`src/rtl/erase_prog_pkg.sv`:
```
package erase_prog_pkg;

  typedef enum logic [1:0] {
    OP_SMALL  = 2'd0,
    OP_SECTOR = 2'd1,
    OP_CHIP   = 2'd2,
    OP_PROG   = 2'd3
  } opKind_t;

  typedef struct packed {
    logic    capture;
    opKind_t kind;
  } seqStrobes_t;

endpackage

```
`src/rtl/erase_prog_ctrl.sv`:
```
module erase_prog_ctrl
  import erase_prog_pkg::*;
#(
  parameter int T_SMALL  = 20,
  parameter int T_SECTOR = 40,
  parameter int T_CHIP   = 60,
  parameter int T_PROG   = 10
) (
  input  logic        clk,
  input  logic        rstN,
  input  logic        reqValid,
  input  logic [1:0]  reqKind,
  output logic        ready,
  output seqStrobes_t strb
);

  localparam int T_MAX_A = (T_SMALL > T_SECTOR) ? T_SMALL : T_SECTOR;
  localparam int T_MAX_B = (T_CHIP > T_PROG) ? T_CHIP : T_PROG;
  localparam int T_MAX   = (T_MAX_A > T_MAX_B) ? T_MAX_A : T_MAX_B;
  localparam int CNT_W   = $clog2(T_MAX + 1);

  logic             running;
  logic [CNT_W-1:0] cnt;
  logic [CNT_W-1:0] loadVal;
  logic             accept;
  opKind_t          kindIn;

  assign kindIn = opKind_t'(reqKind);
  assign accept = reqValid && !running;
  assign ready  = !running;

  always_comb begin
    strb.capture = accept;
    strb.kind    = kindIn;
  end

  always_comb begin
    case (kindIn)
      OP_SMALL:  loadVal = CNT_W'(T_SMALL - 1);
      OP_SECTOR: loadVal = CNT_W'(T_SECTOR - 1);
      OP_CHIP:   loadVal = CNT_W'(T_CHIP - 1);
      default:   loadVal = CNT_W'(T_PROG - 1);
    endcase
  end

  always_ff @(posedge clk) begin
    if (!rstN) begin
      running <= 1'b0;
      cnt     <= '0;
    end else if (accept) begin
      running <= 1'b1;
      cnt     <= loadVal;
    end else if (running) begin
      if (cnt == '0) running <= 1'b0;
      else           cnt     <= cnt - 1'b1;
    end
  end

  // an accepted request makes the block busy on the next cycle
  p_busy_on_accept_r6: assert property (@(posedge clk) disable iff (!rstN)
    reqValid && ready |=> !ready);

  // the timer reaching zero hands back ready without a command
  p_self_end_r6: assert property (@(posedge clk) disable iff (!rstN)
    running && cnt == '0 |=> ready);

  // a request during busy does not reload or stall the timer
  p_ignore_busy_r7: assert property (@(posedge clk) disable iff (!rstN)
    running && cnt != '0 && reqValid |=> running && cnt == $past(cnt) - 1'b1);

  // a request in the final busy cycle is not taken
  p_last_drop_r9: assert property (@(posedge clk) disable iff (!rstN)
    running && cnt == '0 && reqValid |=> ready);

endmodule

```
`src/rtl/erase_prog_dp.sv`:
```
module erase_prog_dp
  import erase_prog_pkg::*;
#(
  parameter int REQ_AW    = 24,
  parameter int ARRAY_AW  = 19,
  parameter int DATA_W    = 8,
  parameter int SMALL_AW  = 12,
  parameter int SECTOR_AW = 16
) (
  input  logic                clk,
  input  logic                rstN,
  input  seqStrobes_t         strb,
  input  logic [REQ_AW-1:0]   reqAddr,
  input  logic [DATA_W-1:0]   reqData,
  output logic [ARRAY_AW-1:0] arrAddr,
  output logic [1:0]          arrSpan,
  output logic                arrErase,
  output logic                arrProg,
  output logic [DATA_W-1:0]   arrData
);

  localparam logic [ARRAY_AW-1:0] SMALL_MASK  = {ARRAY_AW{1'b1}} << SMALL_AW;
  localparam logic [ARRAY_AW-1:0] SECTOR_MASK = {ARRAY_AW{1'b1}} << SECTOR_AW;

  logic [ARRAY_AW-1:0] localAddr;
  logic [ARRAY_AW-1:0] nextAddr;
  logic                unusedHigh;

  assign localAddr  = reqAddr[ARRAY_AW-1:0];
  assign unusedHigh = ^reqAddr[REQ_AW-1:ARRAY_AW];

  always_comb begin
    case (strb.kind)
      OP_SMALL:  nextAddr = localAddr & SMALL_MASK;
      OP_SECTOR: nextAddr = localAddr & SECTOR_MASK;
      OP_CHIP:   nextAddr = '0;
      default:   nextAddr = localAddr;
    endcase
  end

  always_ff @(posedge clk) begin
    if (!rstN) begin
      arrAddr  <= '0;
      arrSpan  <= 2'd0;
      arrErase <= 1'b0;
      arrProg  <= 1'b0;
      arrData  <= '0;
    end else begin
      arrErase <= strb.capture && (strb.kind != OP_PROG);
      arrProg  <= strb.capture && (strb.kind == OP_PROG);
      if (strb.capture) begin
        arrAddr <= nextAddr;
        arrSpan <= strb.kind;
        if (strb.kind == OP_PROG) arrData <= reqData;
      end
    end
  end

  // never both strobes at once
  p_excl_strobes_r8: assert property (@(posedge clk) disable iff (!rstN)
    !(arrErase && arrProg));

  // any strobe is a single-cycle pulse
  p_pulse_r8: assert property (@(posedge clk) disable iff (!rstN)
    (arrErase || arrProg) |=> !(arrErase || arrProg));

  // small-region erase base is aligned to its size
  p_small_align_r2: assert property (@(posedge clk) disable iff (!rstN)
    arrErase && arrSpan == 2'd0 |-> arrAddr[SMALL_AW-1:0] == '0);

  // sector erase base is aligned to its size
  p_sector_align_r3: assert property (@(posedge clk) disable iff (!rstN)
    arrErase && arrSpan == 2'd1 |-> arrAddr[SECTOR_AW-1:0] == '0);

  // whole-array erase always targets location zero
  p_chip_zero_r4: assert property (@(posedge clk) disable iff (!rstN)
    arrErase && arrSpan == 2'd2 |-> arrAddr == '0);

  // program strobe follows a program capture with its address
  p_prog_addr_r5: assert property (@(posedge clk) disable iff (!rstN)
    strb.capture && strb.kind == OP_PROG |=> arrProg && arrAddr == $past(localAddr));

  // with no capture the array address holds
  p_addr_hold_r7: assert property (@(posedge clk) disable iff (!rstN)
    !strb.capture |=> $stable(arrAddr));

endmodule

```
`src/rtl/erase_prog_seq.sv`:
```
module erase_prog_seq
  import erase_prog_pkg::*;
#(
  parameter int REQ_AW    = 24,
  parameter int ARRAY_AW  = 19,
  parameter int DATA_W    = 8,
  parameter int SMALL_AW  = 12,
  parameter int SECTOR_AW = 16,
  parameter int T_SMALL   = 20,
  parameter int T_SECTOR  = 40,
  parameter int T_CHIP    = 60,
  parameter int T_PROG    = 10
) (
  input  logic                clk,
  input  logic                rstN,
  input  logic                reqValid,
  input  logic [1:0]          reqKind,
  input  logic [REQ_AW-1:0]   reqAddr,
  input  logic [DATA_W-1:0]   reqData,
  output logic                ready,
  output logic [ARRAY_AW-1:0] arrAddr,
  output logic [1:0]          arrSpan,
  output logic                arrErase,
  output logic                arrProg,
  output logic [DATA_W-1:0]   arrData
);

  seqStrobes_t strb;

  erase_prog_ctrl #(
    .T_SMALL(T_SMALL), .T_SECTOR(T_SECTOR), .T_CHIP(T_CHIP), .T_PROG(T_PROG)
  ) uCtrl (
    .clk(clk), .rstN(rstN), .reqValid(reqValid), .reqKind(reqKind),
    .ready(ready), .strb(strb)
  );

  erase_prog_dp #(
    .REQ_AW(REQ_AW), .ARRAY_AW(ARRAY_AW), .DATA_W(DATA_W),
    .SMALL_AW(SMALL_AW), .SECTOR_AW(SECTOR_AW)
  ) uDp (
    .clk(clk), .rstN(rstN), .strb(strb), .reqAddr(reqAddr), .reqData(reqData),
    .arrAddr(arrAddr), .arrSpan(arrSpan), .arrErase(arrErase),
    .arrProg(arrProg), .arrData(arrData)
  );

endmodule

```
`config.mk`:
```
export PLATFORM = sky130hd
export DESIGN_NAME = erase_prog_seq
export DESIGN_NICKNAME = d
export VERILOG_FILES = /design/src/rtl/erase_prog_pkg.sv /design/src/rtl/erase_prog_ctrl.sv /design/src/rtl/erase_prog_dp.sv /design/src/rtl/erase_prog_seq.sv
export SDC_FILE = /design/constraint.sdc
export NUM_CORES = 1
export LEC_CHECK = 0
export ABC_CLOCK_PERIOD_IN_PS = 1900
export BUFFER_PORTS_ARGS = -buffer_cell sky130_fd_sc_hd__buf_4
export CAP_MARGIN = 10
export CELL_PAD_IN_SITES_DETAIL_PLACEMENT = 1
export CELL_PAD_IN_SITES_GLOBAL_PLACEMENT = 1
export CORE_MARGIN = 3
export CORE_UTILIZATION = 29
export DETAILED_ROUTE_END_ITERATION = 8
export PLACE_DENSITY = 0.84
export SLEW_MARGIN = 20
export SYNTH_ARGS = -nofsm -noshare
export SYNTH_HDL_FRONTEND = slang
export SYNTH_SLANG_ARGS = --single-unit
```
`constraint.sdc`:
```
create_clock -name clk -period 1.9 [get_ports clk]
set_input_delay 0.285 -clock clk [delete_from_list [all_inputs] [get_ports clk]]
set_output_delay 0.285 -clock clk [all_outputs]
set_load 0.05 [all_outputs]
```
==> metrics.cfg <==
[outcome]
status=completed

[power_and_ir_drop]
peakVddDrop_uv=388
p_int_w=0.00131
sequentialPowerShare_pct=46.8
powerDensity_nw_per_um2=849
combPwrFrac_pct=22.9
p_sw_share_pct=29.4
power.leakage_nw=0.974
power_w=0.00186
p_sw_w=0.000546
clockPowerShare_pct=30.2

[timing]
fin_tns_setup_ns=0
whs_ns=0.202
period_minus_slack_ns=1.83
timing.fmax_mhz=546
max_slew_margin_pct=48.2
rsz0062_at_grt=no
fin_crit_sh_pct=96.4
finalHoldViolations=0
fin_worst_skew_ns=0.00346
tightestPinTransition_ns=0.775
finalSetupViolations=0
slew_viol_final=0

[critical_path]
reg2reg_from=uCtrl.cnt[0]
worstSetupEndpointType=flip-flop
path_class=flip-flop to flip-flop
critPathRequiredTime_ns=2.11
cp-start-kind=flip-flop
crit_arrival_ns=2.04
crit_start=uCtrl.cnt[0]
crit_path_max_fanout=3
rr_worst_depth=6

[cts]
h-tree-depth=2
clkSlewWorstSetupHoldPaths_ns=0.07
cts.sinks=38
cts_made_buffers=5
clockBufferDepth=2
cts_tree=done
postCtsHoldBufs=0
clk_latency_ns=0.29
root_buffer=clkbuf_8

[layout]
area_delta_synth_final_pct=46.6
fin_nets=274
drive_gt1_share_pct=37.7
antenna_cells=0
nFillCells=577

[synthesis]
synth.most_common_cell=dfxtp_1
synth_top_area_share_pct=51.0
ys_async_sr_fraction_pct=0
seq_area_frac_synth_pct=51.0
yosysWarnings=0
synth_ff_type=dfxtp_1
synth_edf_count=0
synthTopCellsByCount=38 x dfxtp_1, 23 x nand2_1, 16 x a21oi_1
synthTopCellsByArea=dfxtp_1 51%, a22o_1 7.0%, ha_1 5.9%, nand2_1 5.8%, a21oi_1 5.4%
synth_cells=159
synth_cell_type_count=27
synth.net_count=203
yosys.area.top_type=dfxtp_1
mappedNetlistArea_um2=1490
synth.ff_latch_count=38
synth_area_per_cell_um2=9.38

[min_path]
min_path_type=primary input to flip-flop
min_path_cells=2
hold_start=reqAddr[10]

[placed_design]
place_congestion=0.705
dpl.hpwl_um=3180
numPortBuffers=63

[routing]
vias=1420
wl_per_cell_um=14.1
drc=0
vias_per_cell=4.77
drt_iter0_markers=28
ant_nets=0
drt-total-wl_um=4190
firstDrtPassIters=4

[grt]
grt_antenna_before_repair=0
gr-total-overflow=0
grt_pass1_vias=1487
grt_start_max_net_pins=14
track_usage_pct=15.0
grt_pass1_wl_um=7100

[floorplan]
die_x_um=77.7
io_pins=69
core-area_um2=4850
die_area_um2=6040
fp-row-count=25
start_util_pct=30.8
die_y_um=77.7

[flow_run]
cap_violations=0

## state kept, by name, summed over array words and instances (netlist names)
| signal | flops |
|---|---|
| uDp.arrProg | 1 |
| uDp.arrSpan | 2 |
| uDp.arrAddr | 19 |
| uDp.arrData | 8 |
| uCtrl.running | 1 |
| uCtrl.cnt | 6 |
| uDp.arrErase | 1 |
## placed cells by master (no fill, tap or decap)
master	n
nand2_1	23
mux2_4	1
nor2b_1	1
a21oi_1	16
dfxtp_1	38
o31ai_4	1
a31o_2	1
nor4b_1	1
mux2i_1	1
o2111ai_1	1
ha_4	1
nand3b_1	1
inv_2	3
a22oi_1	8
clkbuf_8	6
nor3_1	5
a31oi_1	2
or3b_4	1
nor2_1	13
clkbuf_1	1
inv_1	4
nand2b_1	1
nor4_1	2
o21ai_0	5
o31ai_1	2
or3_4	1
buf_4	71
ha_1	6
a22o_1	12
nand3_1	1
clkinv_2	1
## layer usage
| metal | routed length [um] | track usage [%] | part of all wire, % | up-vias |
|---|---|---|---|---|
| met2 | 2000 | 24.4 | 48 | 43 |
| met1 | 1800 | 17.2 | 43 | 672 |
| met3 | 322 | 6.03 | 7.7 | 5 |
| met4 | 67 | 6.41 | 1.6 | 0 |
| li1 | - | - | - | 700 |
| met5 | 0 | 0 | 0 | - |
## critical path, stage by stage, from the launching register on
cell and delay (ns):
dfxtp_1 0.32, inv_2 0.09, ha_4 0.15, or3b_4 0.38, or3_4 0.36, mux2_4 0.32
o31ai_4 0.15
## cells by family (layout without fill, tap and decap cells)
family | Yosys count | after routing | share of synthesized area [%]
AND/OR/NAND/NOR | 50 | 50 | 15.4
AO/OA/AOI/OAI | 48 | 48 | 22.6
flip-flops | 38 | 38 | 51.0
buffers and inverters | 14 | 86 | 3.52
adder cells (fa/ha/maj) | 7 | 7 | 5.87
multiplexers | 2 | 2 | 1.68
## path summary, 6_finish.rpt
kind                           to  slack (ns)
setup reg to reg     uCtrl.cnt[1]        0.07
hold / removal    uDp.arrAddr[10]        0.20
hold reg to reg    uDp.arrData[3]        0.46
setup / recovery     uCtrl.cnt[1]        0.07
## power groups by stage
stage          Clock (W)  Combinational (W)  Sequential (W)
6_report        0.000561           0.000425        0.000869
5_1_grt         0.000625           0.000464        0.000875
4_1_cts         0.000585           0.000418        0.000868
3_5_place_dp           0           0.000416        0.000886
3_3_place_gp           0           0.000406        0.000882
2_1_floorplan          0           0.000177        0.000962
## timing repair
item	4_1_cts	5_1_grt
setup endpoints to repair	1	1
setup buffers	0	0
resized for setup	1	3
pin swaps	0	0
cloned	0	0
## per-stage QoR
| step | worst slack (ns) | std cells | instance area [um2] | utilization (%) |
|---|---|---|---|---|
| after floorplan | 0.0692 | 159 | 1490 | - |
| after global placement | 0.0344 | 290 | 2080 | 42.9 |
| after detailed placement | 0.0186 | 290 | 2080 | 42.9 |
| after CTS | 0.00302 | 298 | 2180 | 44.9 |
| after global routing | 0.00952 | 298 | 2190 | 45.1 |
| final | 0.0685 | 298 | 2190 | 45.1 |
## area by class of cell
cell class,instances,area [um2],share of cell area [%]
clock buffer,7,86.3,3.95
clock inverter,1,5.00,0.229
inverter,7,26.3,1.20
multi-input combinational,107,691,31.6
sequential,38,761,34.8
tap,67,83.8,3.84
timing repair buffer,71,533,24.4
Power figures use the tool's default switching activity.
